### src/rtl/ipw_pkg.sv
package ipw_pkg;
  localparam logic [1:0] MODE_EXP  = 2'd0;
  localparam logic [1:0] MODE_PX8  = 2'd1;
  localparam logic [1:0] MODE_PX24 = 2'd2;

  localparam logic [1:0] SEL_DST  = 2'd0;
  localparam logic [1:0] SEL_MASK = 2'd1;
  localparam logic [1:0] SEL_FG   = 2'd2;
  localparam logic [1:0] SEL_BG   = 2'd3;

  typedef struct packed {
    logic [3:0]  sel;
    logic [31:0] data;
  } reg_wr_t;

  function automatic logic [5:0] px_per_word(logic [1:0] m);
    case (m)
      MODE_EXP: return 6'd32;
      MODE_PX8: return 6'd4;
      default:  return 6'd1;
    endcase
  endfunction
endpackage

### src/rtl/ipw_fifo.sv
module ipw_fifo #(
  parameter int W     = 36,
  parameter int DEPTH = 32
) (
  input  logic         clk_i,
  input  logic         rst_ni,
  input  logic         push_i,
  input  logic [W-1:0] din_i,
  input  logic         pop_i,
  output logic [W-1:0] dout_o,
  output logic         empty_o,
  output logic         full_o
);
  localparam int PW = $clog2(DEPTH);

  logic [W-1:0] mem_q [DEPTH];
  logic [PW-1:0] wp_q, rp_q;
  logic [PW:0]   cnt_q;

  assign empty_o = (cnt_q == '0);
  assign full_o  = (cnt_q == (PW+1)'(DEPTH));
  assign dout_o  = mem_q[rp_q];

  always_ff @(posedge clk_i) begin
    if (push_i) mem_q[wp_q] <= din_i;
  end

  always_ff @(posedge clk_i or negedge rst_ni) begin
    if (!rst_ni) begin
      wp_q  <= '0;
      rp_q  <= '0;
      cnt_q <= '0;
    end else begin
      if (push_i) wp_q <= wp_q + 1'b1;
      if (pop_i)  rp_q <= rp_q + 1'b1;
      case ({push_i, pop_i})
        2'b10:   cnt_q <= cnt_q + 1'b1;
        2'b01:   cnt_q <= cnt_q - 1'b1;
        default: cnt_q <= cnt_q;
      endcase
    end
  end


  no_underflow_chk: assert property (@(posedge clk_i) disable iff (!rst_ni)
    pop_i |-> !empty_o);


  no_overflow_chk: assert property (@(posedge clk_i) disable iff (!rst_ni)
    full_o |=> !(cnt_q > (PW+1)'(DEPTH)));
endmodule

### src/rtl/ipw_stepper.sv
module ipw_stepper #(
  parameter int AW       = 24,
  parameter int PITCH_PX = 2048
) (
  input  logic [AW-1:0] base_i,
  input  logic [2:0]    dir_i,
  input  logic [5:0]    ppw_i,
  input  logic          long_i,
  output logic [AW-1:0] next_o
);
  localparam logic [AW-1:0] PITCH = AW'(PITCH_PX);

  logic [AW-1:0] h_step, v_step, h_term, v_term;
  logic          dx_pos, dx_neg, dy_pos, dy_neg;

  always_comb begin
    h_step = long_i ? (AW'(ppw_i) << 2) : AW'(ppw_i);
    v_step = long_i ? (PITCH << 2) : PITCH;
    {dx_pos, dx_neg, dy_pos, dy_neg} = 4'b0000;
    case (dir_i)
      3'd0: dx_pos = 1'b1;
      3'd1: dy_pos = 1'b1;
      3'd2: dy_neg = 1'b1;
      3'd3: dx_neg = 1'b1;
      3'd4: {dx_pos, dy_pos} = 2'b11;
      3'd5: {dx_neg, dy_pos} = 2'b11;
      3'd6: {dx_pos, dy_neg} = 2'b11;
      default: {dx_neg, dy_neg} = 2'b11;
    endcase
    h_term = dx_pos ? h_step : (dx_neg ? ({AW{1'b0}} - h_step) : '0);
    v_term = dy_pos ? v_step : (dy_neg ? ({AW{1'b0}} - v_step) : '0);
    next_o = base_i + h_term + v_term;
  end
endmodule

### src/rtl/ipw_engine.sv
module ipw_engine
  import ipw_pkg::*;
#(
  parameter int AW = 24
) (
  input  logic          clk_i,
  input  logic          rst_ni,
  input  reg_wr_t       entry_i,
  input  logic          empty_i,
  output logic          pop_o,
  input  logic [1:0]    mode_i,
  input  logic          addr_long_i,
  input  logic          bg_transp_i,
  input  logic [AW-1:0] next_addr_i,
  output logic [AW-1:0] base_o,
  output logic [2:0]    dir_o,
  output logic [5:0]    ppw_o,
  output logic          long_o,
  output logic          px_valid_o,
  input  logic          px_ready_i,
  output logic [AW-1:0] px_addr_o,
  output logic [31:0]   px_data_o
);
  typedef enum logic {ST_IDLE, ST_EMIT} st_e;

  st_e           st_q;
  logic [AW-1:0] dst_q;
  logic [31:0]   mask_q, fg_q, bg_q, word_q;
  logic [2:0]    dir_q;
  logic [1:0]    mode_q;
  logic          long_q, transp_q;
  logic [4:0]    idx_q;

  logic       mask_bit, cur_bit, en, advance, last;
  logic [4:0] shamt;
  logic [31:0] shifted;
  logic [5:0] ppw;

  always_comb begin
    ppw      = px_per_word(mode_q);
    mask_bit = mask_q[5'd31 - idx_q];
    cur_bit  = word_q[5'd31 - idx_q];
    shamt    = 5'd24 - {idx_q[1:0], 3'b000};
    shifted  = word_q >> shamt;
    case (mode_q)
      MODE_EXP: begin
        en        = mask_bit & (cur_bit | ~transp_q);
        px_data_o = cur_bit ? fg_q : bg_q;
      end
      MODE_PX8: begin
        en        = mask_bit;
        px_data_o = {24'h0, shifted[7:0]};
      end
      default: begin
        en        = mask_bit;
        px_data_o = {8'h0, word_q[23:0]};
      end
    endcase
    pop_o      = (st_q == ST_IDLE) && !empty_i;
    px_valid_o = (st_q == ST_EMIT) && en;
    px_addr_o  = dst_q + (long_q ? (AW'(idx_q) << 2) : AW'(idx_q));
    advance    = !px_valid_o || px_ready_i;
    last       = (6'(idx_q) == ppw - 6'd1);
    base_o     = dst_q;
    dir_o      = dir_q;
    ppw_o      = ppw;
    long_o     = long_q;
  end

  always_ff @(posedge clk_i or negedge rst_ni) begin
    if (!rst_ni) begin
      st_q     <= ST_IDLE;
      dst_q    <= '0;
      mask_q   <= '1;
      fg_q     <= '0;
      bg_q     <= '0;
      word_q   <= '0;
      dir_q    <= '0;
      mode_q   <= MODE_EXP;
      long_q   <= 1'b0;
      transp_q <= 1'b0;
      idx_q    <= '0;
    end else begin
      case (st_q)
        ST_IDLE: if (pop_o) begin
          if (!entry_i.sel[3]) begin
            case (entry_i.sel[1:0])
              SEL_DST:  dst_q  <= entry_i.data[AW-1:0];
              SEL_MASK: mask_q <= entry_i.data;
              SEL_FG:   fg_q   <= entry_i.data;
              default:  bg_q   <= entry_i.data;
            endcase
          end else begin
            word_q   <= entry_i.data;
            dir_q    <= entry_i.sel[2:0];
            mode_q   <= mode_i;
            long_q   <= addr_long_i;
            transp_q <= bg_transp_i;
            idx_q    <= '0;
            st_q     <= ST_EMIT;
          end
        end
        default: if (advance) begin
          if (last) begin
            dst_q <= next_addr_i;
            st_q  <= ST_IDLE;
          end else begin
            idx_q <= idx_q + 1'b1;
          end
        end
      endcase
    end
  end


  hold_chk: assert property (@(posedge clk_i) disable iff (!rst_ni)
    px_valid_o && !px_ready_i |=> px_valid_o && $stable(px_addr_o) && $stable(px_data_o));


  exp_colour_chk: assert property (@(posedge clk_i) disable iff (!rst_ni)
    px_valid_o && mode_q == MODE_EXP |-> (px_data_o == fg_q) || (px_data_o == bg_q));


  wide_top_chk: assert property (@(posedge clk_i) disable iff (!rst_ni)
    px_valid_o && mode_q[1] |-> px_data_o[31:24] == 8'h00);
endmodule

### src/rtl/indirect_pixel_writer.sv
module indirect_pixel_writer
  import ipw_pkg::*;
#(
  parameter int AW       = 24,
  parameter int DEPTH    = 32,
  parameter int PITCH_PX = 2048
) (
  input  logic          clk_i,
  input  logic          rst_ni,
  input  logic          wr_valid_i,
  input  logic [3:0]    wr_sel_i,
  input  logic [31:0]   wr_data_i,
  output logic          wr_ready_o,
  input  logic [1:0]    mode_i,
  input  logic          addr_long_i,
  input  logic          bg_transp_i,
  output logic          px_valid_o,
  input  logic          px_ready_i,
  output logic [AW-1:0] px_addr_o,
  output logic [31:0]   px_data_o
);
  localparam int EW = $bits(reg_wr_t);

  reg_wr_t       wr_entry, head;
  logic [EW-1:0] head_raw;
  logic          push, pop, empty, full;
  logic [AW-1:0] base, next_addr;
  logic [2:0]    dir;
  logic [5:0]    ppw;
  logic          long_sel;

  assign wr_entry   = '{sel: wr_sel_i, data: wr_data_i};
  assign wr_ready_o = !full;
  assign push       = wr_valid_i && !full;
  assign head       = reg_wr_t'(head_raw);

  ipw_fifo #(.W(EW), .DEPTH(DEPTH)) u_fifo (
    .clk_i, .rst_ni,
    .push_i(push), .din_i(wr_entry),
    .pop_i(pop), .dout_o(head_raw),
    .empty_o(empty), .full_o(full)
  );

  ipw_stepper #(.AW(AW), .PITCH_PX(PITCH_PX)) u_stepper (
    .base_i(base), .dir_i(dir), .ppw_i(ppw), .long_i(long_sel), .next_o(next_addr)
  );

  ipw_engine #(.AW(AW)) u_engine (
    .clk_i, .rst_ni,
    .entry_i(head), .empty_i(empty), .pop_o(pop),
    .mode_i, .addr_long_i, .bg_transp_i,
    .next_addr_i(next_addr),
    .base_o(base), .dir_o(dir), .ppw_o(ppw), .long_o(long_sel),
    .px_valid_o, .px_ready_i, .px_addr_o, .px_data_o
  );
endmodule

### config.mk
export PLATFORM = sky130hd
export DESIGN_NAME = indirect_pixel_writer
export DESIGN_NICKNAME = d
export VERILOG_FILES = /design/src/rtl/ipw_pkg.sv /design/src/rtl/ipw_fifo.sv /design/src/rtl/ipw_stepper.sv /design/src/rtl/ipw_engine.sv /design/src/rtl/indirect_pixel_writer.sv
export SDC_FILE = /design/constraint.sdc
export NUM_CORES = 2
export LEC_CHECK = 0
export CAP_MARGIN = 30
export CORE_MARGIN = 2
export CORE_UTILIZATION = 35
export CTS_CLUSTER_DIAMETER = 150
export DETAILED_ROUTE_END_ITERATION = 12
export PLACE_DENSITY = 0.48
export SYNTH_ARGS = -nofsm -noshare
export SYNTH_HDL_FRONTEND = slang
export SYNTH_SLANG_ARGS = --single-unit
### constraint.sdc
create_clock -name clk_i -period 6.21 [get_ports clk_i]
set_clock_uncertainty 0.1 [all_clocks]
set_input_delay 1.242 -clock clk_i [delete_from_list [all_inputs] [get_ports clk_i]]
set_output_delay 1.242 -clock clk_i [all_outputs]
set_load 0.005 [all_outputs]
==> impl_metrics.py <==
metrics = {
    "clock_network": {
        "clock-root-buffer": "sky130_fd_sc_hd__clkbuf_16",
        "cts.clk_slew.worst_paths_ps": 50,
        "cts-buffers-inserted": 144,
        "cts_tree": "done",
        "clk-insertion-delay-late_ps": 770,
        "number_of_h_tree_levels": 4,
        "hold_buffers": 0,
        "cts.path.max_buffers": 3,
        "cts_num_sinks": 1333,
    },
    "floorplanning": {
        "rows": 145,
        "coreArea_mm2": 0.156,
        "io_pins": 102,
        "dieHeight_um": 400,
        "die_x_um": 400,
        "initial_standard_cell_utilization_of_the_core": 0.351,
        "design.die.area_mm2": 0.160,
    },
    "grt": {
        "global_route.usage.met2": 0.311,
        "first_global_vias": 28900,
        "initial_antenna_violation_count": 10,
        "grt_first_pass_wirelength_mm": 212,
        "global_route.usage.total": 0.187,
        "grt_util_met1": 0.253,
        "grt_overflow": 0,
        "use_met3": 0.0303,
        "grt_max_degree": 101,
        "busiest_layer": "met2",
    },
    "sta": {
        "timing.final.crit_share": 0.945,
        "max-slew-margin-rel": 0.289,
        "finalMaxSlewViolations": 0,
        "finalSetupViolCount": 0,
        "worst_slew_pin_slew_ps": 1060,
        "finalSetupTns_ps": 0,
        "rsz_0062_raised_after_global_routing": "no",
        "achievable-frequency_mhz": 170,
        "timing_hold_violations_final": 0,
        "post-route-min-period_ps": 5870,
    },
    "pwr": {
        "cell_pwr_density_mw_per_mm2": 523,
        "peakVddDrop_mv": 0.257,
        "power_leakage_nw": 21.1,
    },
    "synthesis": {
        "syn_nets": 2927,
        "postSynthCellCount": 2815,
        "ys_types": 62,
        "ys_seq_elements": 1333,
        "seq_area_frac_synth": 0.715,
        "fraction_of_registers_with_async_set_or_reset_after_synthesis": 0.136,
        "postSynth.topFlopCell": "sky130_fd_sc_hd__edfxtp_1",
        "synth-warning-count": 0,
        "syn_area_per_cell_um2": 19.5,
        "synth_edf_count": 1152,
        "netlist_area_mm2": 0.0548,
    },
    "worst_setup_path": {
        "worst_r2r_path_depth": 16,
        "critical_path_peak_fanout": 35,
        "rr_startpoint": "u_engine.mode_q[0]$_DFFE_PN0P_",
        "rr_endpoint": "u_engine.base_o[18]$_DFFE_PN0P_",
        "timing.critical_path.to_type": "primary output",
        "timing.critical_path.from_type": "flop",
        "timing.reg2reg.setup_slack_ps": 1420,
        "arrival_ps": 4530,
        "required_ps": 4870,
        "setup.worst_path.class": "reg -> out",
    },
    "routing": {
        "dr_total_vias": 27500,
        "drt-pass1-iter-count": 7,
        "avgRoutedWirePerCell_um": 28.4,
        "detail_route.vias_per_cell": 5.30,
        "totalWireLength_mm": 147,
        "initialDrtViolationCount": 2355,
        "detail-route-antenna-nets": 0,
        "route.detailed.drc": 0,
    },
    "cells_and_area": {
        "areaGrowthSynthToFinish_pct": 16.8,
        "final_core_utilization": 0.411,
        "total_nets_final": 3121,
        "mostFrequentLayoutCell": "sky130_fd_sc_hd__edfxtp_1",
        "drive_above_1_share": 0.280,
        "fillers": 13600,
        "layout.cells.most_common_list": "sky130_fd_sc_hd__edfxtp_1 (1152), sky130_fd_sc_hd__mux4_2 (369), sky130_fd_sc_hd__clkbuf_16 (159), sky130_fd_sc_hd__nor2_1 (154), sky130_fd_sc_hd__dfrtp_1 (144)",
    },
    "min_path": {
        "whs_path_depth": 2,
        "worstHoldStart": "u_engine.base_o[21]$_DFFE_PN0P_",
        "timing.hold.worst_endpoint": "u_engine.base_o[21]$_DFFE_PN0P_",
        "timing.hold.worst.class": "reg -> reg",
    },
    "place": {
        "place.gp.congestion": 0.844,
        "hpwl_mm": 84.2,
        "port_buffers": 101,
    },
    "flow_run": {
        "drv.max_cap_violation_count": 0,
    },
    "outcome": {
        "status": "finished clean",
    },
}
## what timing repair did
action | in CTS | in global routing
setup buffers | 0 | 0
setup endpoints to repair | 0 | 10
gates resized for setup | 0 | 1
## logic make-up after synthesis
family | share of synthesized area
multiplexers | 0.194
adder cells (fa/ha/maj) | 0.0176
buffers and inverters | 0.0147
AO/OA/AOI/OAI | 0.0204
XOR/XNOR | 0.00831
flip-flops | 0.715
AND/OR/NAND/NOR | 0.0302
## routing by layer
layer | part of all wire | wire length [um]
met3 | 0.047 | 6850
met2 | 0.50 | 73100
met4 | 0.023 | 3340
met1 | 0.43 | 63900
met5 | 0.00018 | 26
## worst max path at each step
| stage | from | depth (start not counted) | to |
|---|---|---|---|
| floorplan | u_engine.idx_q[0]$_DFFE_PN0P_ | 17 | px_addr_o[14] |
| global placement | u_engine.idx_q[0]$_DFFE_PN0P_ | 8 | px_data_o[23] |
| detailed placement | u_engine.idx_q[0]$_DFFE_PN0P_ | 8 | px_data_o[20] |
| CTS | u_engine.idx_q[0]$_DFFE_PN0P_ | 8 | px_data_o[20] |
| global route | u_engine.long_o$_DFFE_PN0P_ | 14 | px_addr_o[20] |
| finish | u_engine.idx_q[0]$_DFFE_PN0P_ | 8 | px_data_o[20] |
## power breakdown
part / total, mW / switching (mW) / internal, mW
registers: 11.7 / 0.846 / 10.9
clock network: 8.28 / 3.50 / 4.79
logic: 13.5 / 7.35 / 6.12
total: 33.5 / 11.7 / 21.8
## worst max-delay path: stages, from the launching register on
cell and delay [ps]:
sky130_fd_sc_hd__dfrtp_2 380, sky130_fd_sc_hd__buf_6 360, sky130_fd_sc_hd__mux4_2 560, sky130_fd_sc_hd__mux4_2 510, sky130_fd_sc_hd__mux2i_4 530, sky130_fd_sc_hd__buf_4 460, sky130_fd_sc_hd__mux2i_1 120, sky130_fd_sc_hd__o21ai_0 240
sky130_fd_sc_hd__clkdlybuf4s50_1 560
## state kept, by name, indices dropped and copies added (netlist names)
signal,flops
u_engine.base_o,24
u_engine.bg_q,32
u_engine.dir_o,3
u_engine.fg_q,32
u_engine.idx_q,5
u_engine.long_o,1
u_engine.mask_q,32
u_engine.mode_q,2
u_engine.st_q,1
u_engine.transp_q,1
u_engine.word_q,32
u_fifo.cnt_q,6
u_fifo.mem_q,1152
u_fifo.rp_q,5
u_fifo.wp_q,5
## cell usage after synthesis (10+ instances only)
library cell	number	area (um2)
sky130_fd_sc_hd__a21oi_1	46	230
sky130_fd_sc_hd__buf_1	34	128
sky130_fd_sc_hd__buf_2	26	130
sky130_fd_sc_hd__clkbuf_1	85	319
sky130_fd_sc_hd__dfrtp_1	149	3730
sky130_fd_sc_hd__dfstp_2	32	841
sky130_fd_sc_hd__edfxtp_1	1152	34600
sky130_fd_sc_hd__fa_1	15	300
sky130_fd_sc_hd__ha_1	53	663
sky130_fd_sc_hd__inv_1	59	221
sky130_fd_sc_hd__mux2_2	136	1530
sky130_fd_sc_hd__mux2i_1	75	751
sky130_fd_sc_hd__mux4_2	369	8310
sky130_fd_sc_hd__nand2_1	107	402
sky130_fd_sc_hd__nand3_1	16	80.1
sky130_fd_sc_hd__nor2_1	186	698
sky130_fd_sc_hd__nor3_1	11	55.1
sky130_fd_sc_hd__o21ai_0	91	455
sky130_fd_sc_hd__xnor2_1	42	368
sky130_fd_sc_hd__xor2_1	10	87.6
## layout make-up
| type | count | area [um2] | area share |
|---|---|---|---|
| timing repair buffer | 193 | 2420 | 0.0379 |
| antenna | 2 | 5.00 | 0.0000782 |
| clock buffer | 186 | 3880 | 0.0606 |
| multi-input combinational | 1276 | 15100 | 0.235 |
| tap | 2058 | 2570 | 0.0402 |
| inverter | 61 | 234 | 0.00366 |
| clock inverter | 71 | 653 | 0.0102 |
| sequential | 1333 | 39200 | 0.612 |
## stage by stage
stage	instances	cell area [um2]	hold WS (ps)	total power, mW	worst slack, ps
after floorplan	2815	54800	350	20.5	991
after global placement	4897	58900	369	25.3	1130
after detailed placement	4902	59000	376	25.5	957
after CTS	5159	63500	387	33.9	107
after global routing	5178	64000	419	35.3	61.9
final	5180	64000	380	33.5	340
(Power assumes the default switching activity.)
